`src/rtl/tcc_pkg.sv`:
```
// Shared types for the timer output compare channel.
// Assumes nothing beyond a 3-bit mode field and a 2-bit protection level.
package tcc_pkg;

    typedef enum logic [2:0] {
        MD_HOLD  = 3'b000,
        MD_SET   = 3'b001,
        MD_CLR   = 3'b010,
        MD_TGL   = 3'b011,
        MD_LOW   = 3'b100,
        MD_HIGH  = 3'b101,
        MD_PWM_A = 3'b110,
        MD_PWM_B = 3'b111
    } cmp_mode_e;

    localparam logic [1:0] LOCK_FULL = 2'b11;

endpackage

```
`src/rtl/tcc_cmp_store.sv`:
```
// Compare value storage: an active register plus an optional shadow copy.
// Assumes upd_evt is a single-cycle pulse. When shadow_en is 1, writes land in
// the shadow and move to the active value on upd_evt. When it is 0, writes
// land directly in the active value.
module tcc_cmp_store #(
    parameter int CNT_W = 16
) (
    input  logic             clk,
    input  logic             rst_n,
    input  logic             wr,
    input  logic [CNT_W-1:0] wdata,
    input  logic             shadow_en,
    input  logic             upd_evt,
    output logic [CNT_W-1:0] cmp_act
);

    logic [CNT_W-1:0] shadow_q;

    // Shadow copy captures writes only while shadowing is on.
    always_ff @(posedge clk) begin
        if (!rst_n)
            shadow_q <= '0;
        else if (wr && shadow_en)
            shadow_q <= wdata;
    end

    // Active value: direct write, or transfer from the shadow on update.
    always_ff @(posedge clk) begin
        if (!rst_n)
            cmp_act <= '0;
        else if (wr && !shadow_en)
            cmp_act <= wdata;
        else if (upd_evt && shadow_en)
            cmp_act <= shadow_q;
    end

    a_r9_shadow_load: assert property (@(posedge clk) disable iff (!rst_n)
        (upd_evt && shadow_en) |=> (cmp_act == $past(shadow_q)));
    a_r9_shadow_hold: assert property (@(posedge clk) disable iff (!rst_n)
        (shadow_en && !upd_evt) |=> $stable(cmp_act));
    a_r10_direct_write: assert property (@(posedge clk) disable iff (!rst_n)
        (wr && !shadow_en) |=> (cmp_act == $past(wdata)));
    a_r10_no_update: assert property (@(posedge clk) disable iff (!rst_n)
        (!shadow_en && !wr) |=> $stable(cmp_act));

endmodule

```
`src/rtl/tcc_mode_reg.sv`:
```
// Mode register with a write lock.
// Assumes the lock is a level: while prot_lvl is LOCK_FULL every write is dropped.
module tcc_mode_reg
    import tcc_pkg::*;
(
    input  logic       clk,
    input  logic       rst_n,
    input  logic       wr,
    input  logic [2:0] wdata,
    input  logic [1:0] prot_lvl,
    output cmp_mode_e  mode
);

    logic locked;

    // Lock decode.
    always_comb locked = (prot_lvl == LOCK_FULL);

    // Mode capture when not locked; resets to hold.
    always_ff @(posedge clk) begin
        if (!rst_n)
            mode <= MD_HOLD;
        else if (wr && !locked)
            mode <= cmp_mode_e'(wdata);
    end

    a_r12_lock_holds: assert property (@(posedge clk) disable iff (!rst_n)
        (wr && prot_lvl == 2'b11) |=> $stable(mode));
    a_r12_write_lands: assert property (@(posedge clk) disable iff (!rst_n)
        (wr && prot_lvl != 2'b11) |=> (mode == $past(wdata)));

endmodule

```
`src/rtl/tcc_ref_gen.sv`:
```
// Reference level generator for one compare channel.
// Assumes cmp_act and mode are registered upstream. Output is registered, so
// each decision takes effect one clock after the inputs that caused it.
// Match modes act on arrival (equal now, not equal the cycle before). The
// pulse-width modes refresh only on entry from hold or when the raw compare
// result changes. The trigger clear overrides every mode.
module tcc_ref_gen
    import tcc_pkg::*;
#(
    parameter int CNT_W = 16
) (
    input  logic             clk,
    input  logic             rst_n,
    input  logic [CNT_W-1:0] cnt_val,
    input  logic             cnt_down,
    input  logic [CNT_W-1:0] cmp_act,
    input  cmp_mode_e        mode,
    input  logic             clr_en,
    input  logic             ext_trig,
    output logic             ref_q
);

    logic      match_now, match_d, hit;
    logic      cmp_res, res_d, refresh, clear_now;
    cmp_mode_e mode_d;
    logic      ref_nxt;

    // Compare decode: arrival detection, raw result, refresh and clear.
    always_comb begin
        match_now = (cnt_val == cmp_act);
        hit       = match_now && !match_d;
        cmp_res   = cnt_down ? (cnt_val <= cmp_act) : (cnt_val < cmp_act);
        refresh   = (mode_d == MD_HOLD) || (cmp_res != res_d);
        clear_now = clr_en && ext_trig;
    end

    // Next reference level by mode, with the trigger clear on top.
    always_comb begin
        ref_nxt = ref_q;
        if (clear_now) begin
            ref_nxt = 1'b0;
        end else begin
            unique case (mode)
                MD_HOLD:  ref_nxt = ref_q;
                MD_SET:   if (hit) ref_nxt = 1'b1;
                MD_CLR:   if (hit) ref_nxt = 1'b0;
                MD_TGL:   if (hit) ref_nxt = !ref_q;
                MD_LOW:   ref_nxt = 1'b0;
                MD_HIGH:  ref_nxt = 1'b1;
                MD_PWM_A: if (refresh) ref_nxt = cmp_res;
                MD_PWM_B: if (refresh) ref_nxt = !cmp_res;
                default:  ref_nxt = ref_q;
            endcase
        end
    end

    // State: reference, previous match, previous result, previous mode.
    always_ff @(posedge clk) begin
        if (!rst_n) begin
            ref_q   <= 1'b0;
            match_d <= 1'b0;
            res_d   <= 1'b0;
            mode_d  <= MD_HOLD;
        end else begin
            ref_q   <= ref_nxt;
            match_d <= match_now;
            res_d   <= cmp_res;
            mode_d  <= mode;
        end
    end

    a_r1_hold_stable: assert property (@(posedge clk) disable iff (!rst_n)
        (mode == MD_HOLD && !(clr_en && ext_trig)) |=> $stable(ref_q));
    a_r2_set_on_arrival: assert property (@(posedge clk) disable iff (!rst_n)
        (mode == MD_SET && !clear_now && match_now && !match_d) |=> ref_q);
    a_r2_set_never_falls: assert property (@(posedge clk) disable iff (!rst_n)
        (mode == MD_SET && !clear_now) |=> !$fell(ref_q));
    a_r2_clr_on_arrival: assert property (@(posedge clk) disable iff (!rst_n)
        (mode == MD_CLR && !clear_now && match_now && !match_d) |=> !ref_q);
    a_r3_toggle_flip: assert property (@(posedge clk) disable iff (!rst_n)
        (mode == MD_TGL && !clear_now && match_now && !match_d) |=> (ref_q != $past(ref_q)));
    a_r3_toggle_stall: assert property (@(posedge clk) disable iff (!rst_n)
        (mode == MD_TGL && !clear_now && match_now && match_d) |=> $stable(ref_q));
    a_r4_force_low: assert property (@(posedge clk) disable iff (!rst_n)
        (mode == MD_LOW) |=> !ref_q);
    a_r4_force_high: assert property (@(posedge clk) disable iff (!rst_n)
        (mode == MD_HIGH && !clear_now) |=> ref_q);
    a_r5_pwm0_up: assert property (@(posedge clk) disable iff (!rst_n)
        (mode == MD_PWM_A && !cnt_down && cnt_val < cmp_act && !clear_now && refresh) |=> ref_q);
    a_r5_pwm0_down: assert property (@(posedge clk) disable iff (!rst_n)
        (mode == MD_PWM_A && cnt_down && cnt_val > cmp_act && !clear_now && refresh) |=> !ref_q);
    a_r6_pwm1_up: assert property (@(posedge clk) disable iff (!rst_n)
        (mode == MD_PWM_B && !cnt_down && cnt_val < cmp_act && !clear_now && refresh) |=> !ref_q);
    a_r6_pwm1_down: assert property (@(posedge clk) disable iff (!rst_n)
        (mode == MD_PWM_B && cnt_down && cnt_val > cmp_act && !clear_now && refresh) |=> ref_q);
    a_r7_pwm_no_refresh: assert property (@(posedge clk) disable iff (!rst_n)
        ((mode == MD_PWM_A || mode == MD_PWM_B) && !clear_now && !refresh) |=> $stable(ref_q));
    a_r8_trigger_clear: assert property (@(posedge clk) disable iff (!rst_n)
        (clr_en && ext_trig) |=> !ref_q);

endmodule

```
`src/rtl/tmr_cmp_channel.sv`:
```
// Top of one timer output compare channel: compare storage, mode register,
// reference generator and pin polarity.
// Assumes the counter, direction and update pulse come from a timer in the
// same clock domain.
module tmr_cmp_channel
    import tcc_pkg::*;
#(
    parameter int CNT_W = 16
) (
    input  logic             clk,
    input  logic             rst_n,
    input  logic [CNT_W-1:0] cnt_val,
    input  logic             cnt_down,
    input  logic             upd_evt,
    input  logic             cmp_wr,
    input  logic [CNT_W-1:0] cmp_wdata,
    input  logic             shadow_en,
    input  logic             mode_wr,
    input  logic [2:0]       mode_wdata,
    input  logic [1:0]       prot_lvl,
    input  logic             clr_en,
    input  logic             ext_trig,
    input  logic             polarity,
    output logic             ref_o,
    output logic             pin_o
);

    logic [CNT_W-1:0] cmp_act;
    cmp_mode_e        mode;

    tcc_cmp_store #(.CNT_W(CNT_W)) u_store (
        .clk      (clk),
        .rst_n    (rst_n),
        .wr       (cmp_wr),
        .wdata    (cmp_wdata),
        .shadow_en(shadow_en),
        .upd_evt  (upd_evt),
        .cmp_act  (cmp_act)
    );

    tcc_mode_reg u_mode (
        .clk     (clk),
        .rst_n   (rst_n),
        .wr      (mode_wr),
        .wdata   (mode_wdata),
        .prot_lvl(prot_lvl),
        .mode    (mode)
    );

    tcc_ref_gen #(.CNT_W(CNT_W)) u_ref (
        .clk     (clk),
        .rst_n   (rst_n),
        .cnt_val (cnt_val),
        .cnt_down(cnt_down),
        .cmp_act (cmp_act),
        .mode    (mode),
        .clr_en  (clr_en),
        .ext_trig(ext_trig),
        .ref_q   (ref_o)
    );

    // Pin level: reference with the output polarity applied.
    always_comb pin_o = ref_o ^ polarity;

    // pin follows reference and polarity.
    always_comb begin
        if (rst_n) a_r11_pin_polarity: assert (pin_o == (ref_o != polarity));
    end

endmodule

```
`config.mk`:
```
export PLATFORM = sky130hd
export DESIGN_NAME = tmr_cmp_channel
export DESIGN_NICKNAME = d
export VERILOG_FILES = /design/src/rtl/tcc_pkg.sv /design/src/rtl/tcc_cmp_store.sv /design/src/rtl/tcc_mode_reg.sv /design/src/rtl/tcc_ref_gen.sv /design/src/rtl/tmr_cmp_channel.sv
export SDC_FILE = /design/constraint.sdc
export NUM_CORES = 1
export LEC_CHECK = 0
export ABC_AREA = 0
export CAP_MARGIN = 0
export CORE_MARGIN = 2
export CORE_UTILIZATION = 46
export CTS_BUF_LIST = sky130_fd_sc_hd__clkbuf_16
export DETAILED_ROUTE_END_ITERATION = 16
export PLACE_DENSITY = 0.77
export SYNTH_ARGS = -nofsm -noshare
export SYNTH_HDL_FRONTEND = slang
export SYNTH_SLANG_ARGS = --single-unit
```
`constraint.sdc`:
```
create_clock -name clk -period 2.4 [get_ports clk]
set_input_delay 0.72 -clock clk [delete_from_list [all_inputs] [get_ports clk]]
set_output_delay 0.72 -clock clk [all_outputs]
set_load 0.03 [all_outputs]
```
==> results of run 1 <==
[per-layer routing]
metal / wire, um / GRT usage, %
met5: 0 / 0
met2: 2720 / 35.6
met3: 235 / 6.17
met4: 59 / 6.06
met1: 2290 / 25.0
[per-stage QoR]
step	total power (uW)	setup TNS [ns]	hold WS [ns]
after floorplan	945	0	0.444
after global placement	1090	-0.714	0.450
after detailed placement	1100	-0.720	0.458
after CTS	2000	0	0.466
after global routing	2080	0	0.486
final	2000	0	0.463
[where the power goes]
group	internal, uW	leakage, uW	switching (uW)
clock	594	0.0000938	269
sequential	721	0.000337	26.1
combinational	209	0.00106	179
[path summary, 6_finish.rpt]
check / startpoint / to / slack (ns) / cells after the start
worst max-delay path: cnt_val[9] / u_ref.ref_q / 0.07 / 9
worst min-delay path: u_store.shadow_q[14] / u_store.shadow_q[14] / 0.46 / 2
worst max register to register: u_store.cmp_act[4] / u_ref.ref_q / 0.31 / 9
worst min register to register: u_store.shadow_q[14] / u_store.shadow_q[14] / 0.46 / 2
[sequential cells by signal, indices dropped and copies added (netlist names)]
signal and count:
u_ref.ref_q 1, u_mode.mode 3, u_store.cmp_act 16, u_store.shadow_q 16, u_ref.mode_d 3, u_ref.res_d 1, u_ref.match_d 1
[critical path, cell delays in order]
cell and delay (ns):
dlygate4sd2_1 0.26, ha_4 0.27, nand4_1 0.17, nor4_4 0.34
a21boi_4 0.28, buf_6 0.12, nor4_2 0.04, a311oi_2 0.18
a211oi_1 0.10
[timing repair]
action / 4_1_cts / 5_1_grt
cloned: 0 / 0
setup endpoints to repair: 1 / 1
hold buffers: 0 / 0
setup buffers: 1 / 0
pin swaps: 24 / 8
gates resized for setup: 38 / 4
[cell families (layout without fill, tap and decap cells)]
family,after synthesis,count (layout),synth area share (%)
muxes,19,19,8.49
adders and majority gates,16,16,8.93
DFF,41,41,36.6
xor gates and xnor gates,1,1,0.391
AOI/OAI and AO/OA,59,59,21.8
buffers and inverters,30,88,5.14
and+or+nand+nor,88,88,18.6
[placed cells by master, fill, tap and decap left out, drive strengths merged, types with 2 or more instances in the layout]
cell           Yosys  layout
dfxtp             41      41
ha                16      16
buf                3      15
o211a             16      16
nand2             56      56
a21oi              8       8
nand3              4       4
o311a              2       2
inv               18      18
nand4              2       2
nor2b              4       4
mux2i             19      19
dlygate4sd2        0      12
clkbuf             9       6
nor4               3       3
o211ai             2       2
bufinv             0       2
clkdlybuf4s50      0      33
and4               2       2
and2               4       4
nor2               8       8
a21boi            20      20
[area by class of cell]
cell class	count	area [um^2]
clock buffers	5	125
clock inverters	3	65.1
fillers	367	1490
inverters	18	67.6
multi-input cells	183	1490
flip-flops and latches	41	821
well taps	67	83.8
repair buffers	62	579
==> results.sh, run 1 <==
export IMPL_drv_cap=0
export IMPL_insertedDiodeCount=0
export IMPL_synthArstFlopShare_pct=0
export IMPL_netlist_top_cells_area="dfxtp_1 37%, nand2_1 9.4%, ha_1 8.9%"
export IMPL_fin_crit_sh_pct=96.9
export IMPL_place_area_mm2=0.00287
export IMPL_postLayoutSetupSlackWorst_ns=0.0744
export IMPL_synth_top_area_share_pct=36.6
export IMPL_ir_drop_v=0.000535
export IMPL_slew_viol_final=0
export IMPL_grt_setup_unrepaired="false"
export IMPL_track_usage_pct=20.8
export IMPL_dieHeight_um=73.8
export IMPL_netlist_top_cells_count="56 x nand2_1, 41 x dfxtp_1, 19 x a21boi_0, 19 x mux2i_1, 18 x inv_1"
export IMPL_fin_area_mm2=0.00324
export IMPL_critPathLaunchType="input port"
export IMPL_die_area_mm2=0.00545
export IMPL_cts_buffers=5
export IMPL_final_nets=374
export IMPL_ys_seq_area_share_pct=36.6
export IMPL_area_growth_pct=44.4
export IMPL_gp_congestion=0.786
export IMPL_yosys_area_top_type="dfxtp_1"
export IMPL_overflow=0
export IMPL_hpwlAfterDp_mm=3.63
export IMPL_yosysUniqueCellTypes=41
export IMPL_synth_flop_cell="dfxtp_1"
export IMPL_routed_wl_mm=5.30
export IMPL_num_io_pins=49
export IMPL_cp_arrival_ns=2.49
export IMPL_slew_headroom_pct=60.6
export IMPL_placed_cells=370
export IMPL_end_kind="flip-flop"
export IMPL_critPathKind="input port to flip-flop"
export IMPL_cts_sinks=41
export IMPL_final_cells=379
export IMPL_portBuffers=48
export IMPL_outcome="finished clean"
export IMPL_ys_ff_latch=41
export IMPL_synthCells=254
export IMPL_core_mm2=0.00472
export IMPL_antenna_found_initial=0
export IMPL_grt_pass1_vias=1882
export IMPL_tightest_slew_ns=0.589
export IMPL_worstSkewPairLatency_ns=0.28
export IMPL_drive_above_1_share_pct=17.0
export IMPL_fin_worst_skew_ns=0.00384
export IMPL_cp_max_fo=4
export IMPL_synth_edf_count=0
export IMPL_htreeDepth=2
export IMPL_cts_root_buffer="clkbuf_16"
export IMPL_num_vias=1979
export IMPL_synth_most_common_cell="nand2_1"
export IMPL_via_per_inst=5.22
export IMPL_syn_num_nets=317
export IMPL_clkTransAtPathRegs_ns=0.06
export IMPL_avgSynthCellArea_um2=8.82
export IMPL_hold_class="flip-flop to flip-flop"
export IMPL_place_ws_ns=-0.474
export IMPL_finish_utilization_pct=68.5
export IMPL_cts_tree="built"
export IMPL_fp_row_count=25
export IMPL_yosys_warnings=0
export IMPL_grt_max_degree=33
export IMPL_powerDensity_mw_per_mm2=617
export IMPL_synth_area_mm2=0.00224
export IMPL_drtAntennaViolNets=0
export IMPL_clockBufferDepth=2
export IMPL_max_freq_mhz=430
export IMPL_crit_required_ns=2.56
export IMPL_routedWlPerCell_um=14.0
export IMPL_drt_iter0_drc=83
export IMPL_p_leak_uw=0.00149
export IMPL_drc=0
export IMPL_dieWidth_um=73.8
export IMPL_grt_first_pass_wirelength_mm=8.64
export IMPL_setup_viol=0
export IMPL_start_util_pct=47.4
export IMPL_hold_viol=0
export IMPL_fin_crit_ns=2.33
export IMPL_firstDrtPassIters=4
Power figures use the tool's default switching activity.
==> inputs of run 2 (changes only) <==
Settings changed: CORE_UTILIZATION 46 to 45, CTS_CLUSTER_SIZE from default to 24, PLACE_DENSITY 0.77 to 0.75, SYNTH_HIERARCHICAL from default to 1.
==> run 2 against run 1 <==
  * Hold slack worse by 0.014 ns
  * Register-to-register slack worse by 0.08 ns
  * Setup slack worse by 0.040 ns
  * Maximum frequency down 1.7%
  * First-iteration DRC count up 45%
  * Combinational power about the same
  * Power down 6.6%
  * Sequential share of layout area up 0.24 points
==> results.sh, run 2 <==
export IMPL_ir_drop_v=0.000390
export IMPL_cts_sinks=41
export IMPL_crit_family="compound AO/OA/AOI/OAI gates"
export IMPL_synth_top_area_share_pct=36.9
export IMPL_area_growth_pct=44.1
export IMPL_grt_first_pass_wirelength_mm=8.63
export IMPL_final_seq_area_um2=821
export IMPL_avgSynthCellArea_um2=8.27
export IMPL_insertedDiodeCount=0
export IMPL_cts_tree="built"
export IMPL_fin_crit_ns=2.37
export IMPL_cts_buffers=5
export IMPL_overflow=0
export IMPL_synth_flop_cell="dfxtp_1"
export IMPL_cts_hold_buf=0
export IMPL_dieHeight_um=74.3
export IMPL_fin_worst_skew_ns=0.00519
export IMPL_nFillCells=383
export IMPL_total_power_uw=1860
export IMPL_reg_top3="u_store/cmp_act (16), u_store/shadow_q (16)"
export IMPL_grt_pass1_vias=1954
export IMPL_finish_utilization_pct=67.4
export IMPL_portBuffers=48
export IMPL_cpPeakStageDelay_ns=0.36
export IMPL_fp_row_count=25
export IMPL_drv_cap=0
export IMPL_yosys_warnings=6
export IMPL_drt_iter0_drc=120
export IMPL_tightest_slew_ns=0.564
export IMPL_placed_cells=379
export IMPL_cp_arrival_ns=2.52
export IMPL_htreeDepth=2
export IMPL_outcome="finished clean"
export IMPL_synthArstFlopShare_pct=0
export IMPL_layout_common_cells="76 x nand2_1, 41 x dfxtp_1, 31 x clkdlybuf4s50_1, 18 x inv_1"
export IMPL_fin_crit_sh_pct=98.5
export IMPL_slew_headroom_pct=62.3
export IMPL_drc=0
export IMPL_critPathSlowestCell="a221oi_4"
export IMPL_worstSkewPairLatency_ns=0.28
export IMPL_gp_congestion=0.751
export IMPL_firstDrtPassIters=6
export IMPL_synth_edf_count=0
export IMPL_synth_fa_ha_area_share_pct=9.00
export IMPL_hold_class="flip-flop to flip-flop"
export IMPL_slew_viol_final=0
export IMPL_netlist_top_cells_count="78 x nand2_1, 41 x dfxtp_1, 18 x inv_1, 17 x o21ai_0"
export IMPL_grt_max_degree=44
export IMPL_critPathBufInv=1
export IMPL_critPathKind="input port to flip-flop"
export IMPL_syn_num_nets=332
export IMPL_ys_ff_latch=41
export IMPL_synth_top_family_by_area="simple AND/OR/NAND/NOR gates"
export IMPL_end_kind="flip-flop"
export IMPL_yosys_area_top_type="dfxtp_1"
export IMPL_synthXorXnorAreaFrac_pct=0.394
export IMPL_crit_required_ns=2.55
export IMPL_crit_chain="dlygate4sd2_1, ha_4, nand2_2, a211o_1, a221oi_4, a2111oi_4, o41ai_2, mux2i_1"
export IMPL_synth_most_common_cell="nand2_1"
export IMPL_routedWlPerCell_um=13.7
export IMPL_ys_seq_area_share_pct=36.9
export IMPL_num_io_pins=49
export IMPL_drtAntennaViolNets=0
export IMPL_final_nets=386
export IMPL_setup_tns_ns=0
export IMPL_via_per_inst=5.09
export IMPL_powerDensity_mw_per_mm2=582
export IMPL_reg2reg_setup_slack_ns=0.23
export IMPL_yosysUniqueCellTypes=43
export IMPL_p_leak_uw=0.00119
export IMPL_final_common_cell="nand2_1"
export IMPL_synthMuxAreaShare_pct=1.80
export IMPL_setup_viol=0
export IMPL_num_vias=1990
export IMPL_clockBufferDepth=2
export IMPL_cp_max_fo=2
export IMPL_hold_viol=0
export IMPL_cts_root_buffer="clkbuf_16"
export IMPL_multiInputGateArea_mm2=0.00152
export IMPL_yosys_area_share_simple_pct=22.7
export IMPL_hpwlAfterDp_mm=3.60
export IMPL_track_usage_pct=20.3
export IMPL_start_util_pct=46.8
export IMPL_drive_above_1_share_pct=17.9
export IMPL_max_freq_mhz=423
export IMPL_critPathLaunchType="input port"
export IMPL_routed_wl_mm=5.36
export IMPL_antenna_found_initial=0
export IMPL_final_cells=391
export IMPL_clkTransAtPathRegs_ns=0.06
export IMPL_synth_compound_area_share_pct=22.2
export IMPL_netlist_top_cells_area="dfxtp_1 37%, nand2_1 13%, ha_1 9.0%"
export IMPL_synth_area_mm2=0.00222
export IMPL_dieWidth_um=74.3
export IMPL_synthCells=269
export IMPL_core_mm2=0.00475
export IMPL_die_area_mm2=0.00552
## run 2: tightest hold or removal path: stages, from the launching register on
cell	delay (ns)
dfxtp_1	0.30
nand2_1	0.05
a21boi_1	0.05
## run 2: kinds of logic after synthesis
group,Yosys count
flops,41
xor+xnor,1
compound gates,72
buf+inv,31
simple gates,104
fa+ha+maj,16
mux,4
## run 2: cell type report
cell class,instances,share of cell area (%)
multi-input combinational,197,47.3
inverter,18,2.11
sequential,41,25.6
tap,67,2.62
clock inverter,3,1.17
timing repair buffer,60,17.3
clock buffer,5,3.90
## run 2: layer usage
metal	track usage [%]	vias up	part of all wire, %	routed length (um)
met3	3.25	9	3.5	190
met1	25.5	907	44	2340
met2	35.2	43	51	2730
met4	7.74	0	1.8	99
li1	-	1031	-	-
met5	0	-	0	0
## run 2: worst paths after layout
check,startpoint,end,depth (start not counted)
setup reg to reg,u_store/cmp_act[6],u_ref/ref_q,8
setup / recovery,cnt_val[2],u_ref/ref_q,8
hold / removal,u_store/shadow_q[5],u_store/shadow_q[5],2
hold reg to reg,u_store/shadow_q[5],u_store/shadow_q[5],2
## run 2: metrics by stage
| step | hold slack [ns] | worst slack, ns | area (um^2) |
|---|---|---|---|
| 6_report | 0.449 | 0.0348 | 3210 |
| 5_1_grt | 0.485 | -0.0196 | 3210 |
| 2_1_floorplan | 0.432 | 0.0350 | 2220 |
| 3_5_place_dp | 0.443 | -0.532 | 2770 |
| 3_3_place_gp | 0.437 | -0.471 | 2770 |
| 4_1_cts | 0.451 | 0.0406 | 3130 |
## run 2: timing repair
item | CTS | global route
endpoints found under the setup margin | 2 | 1
setup buffers | 1 | 3
gates resized for setup | 39 | 22
pin swaps | 25 | 19
## run 2: where the power goes
part           total [uW]  switching [uW]  internal (uW)
clock network         735             252            483
registers             745            24.4            720
logic                 385             185            201
total                1860             461           1400
==> inputs of run 3 (changes only) <==
Settings changed: SKIP_LAST_GASP from default to 1.
==> results of run 3 <==
The final DEF is identical to that of run 2; final timing and power are the same.
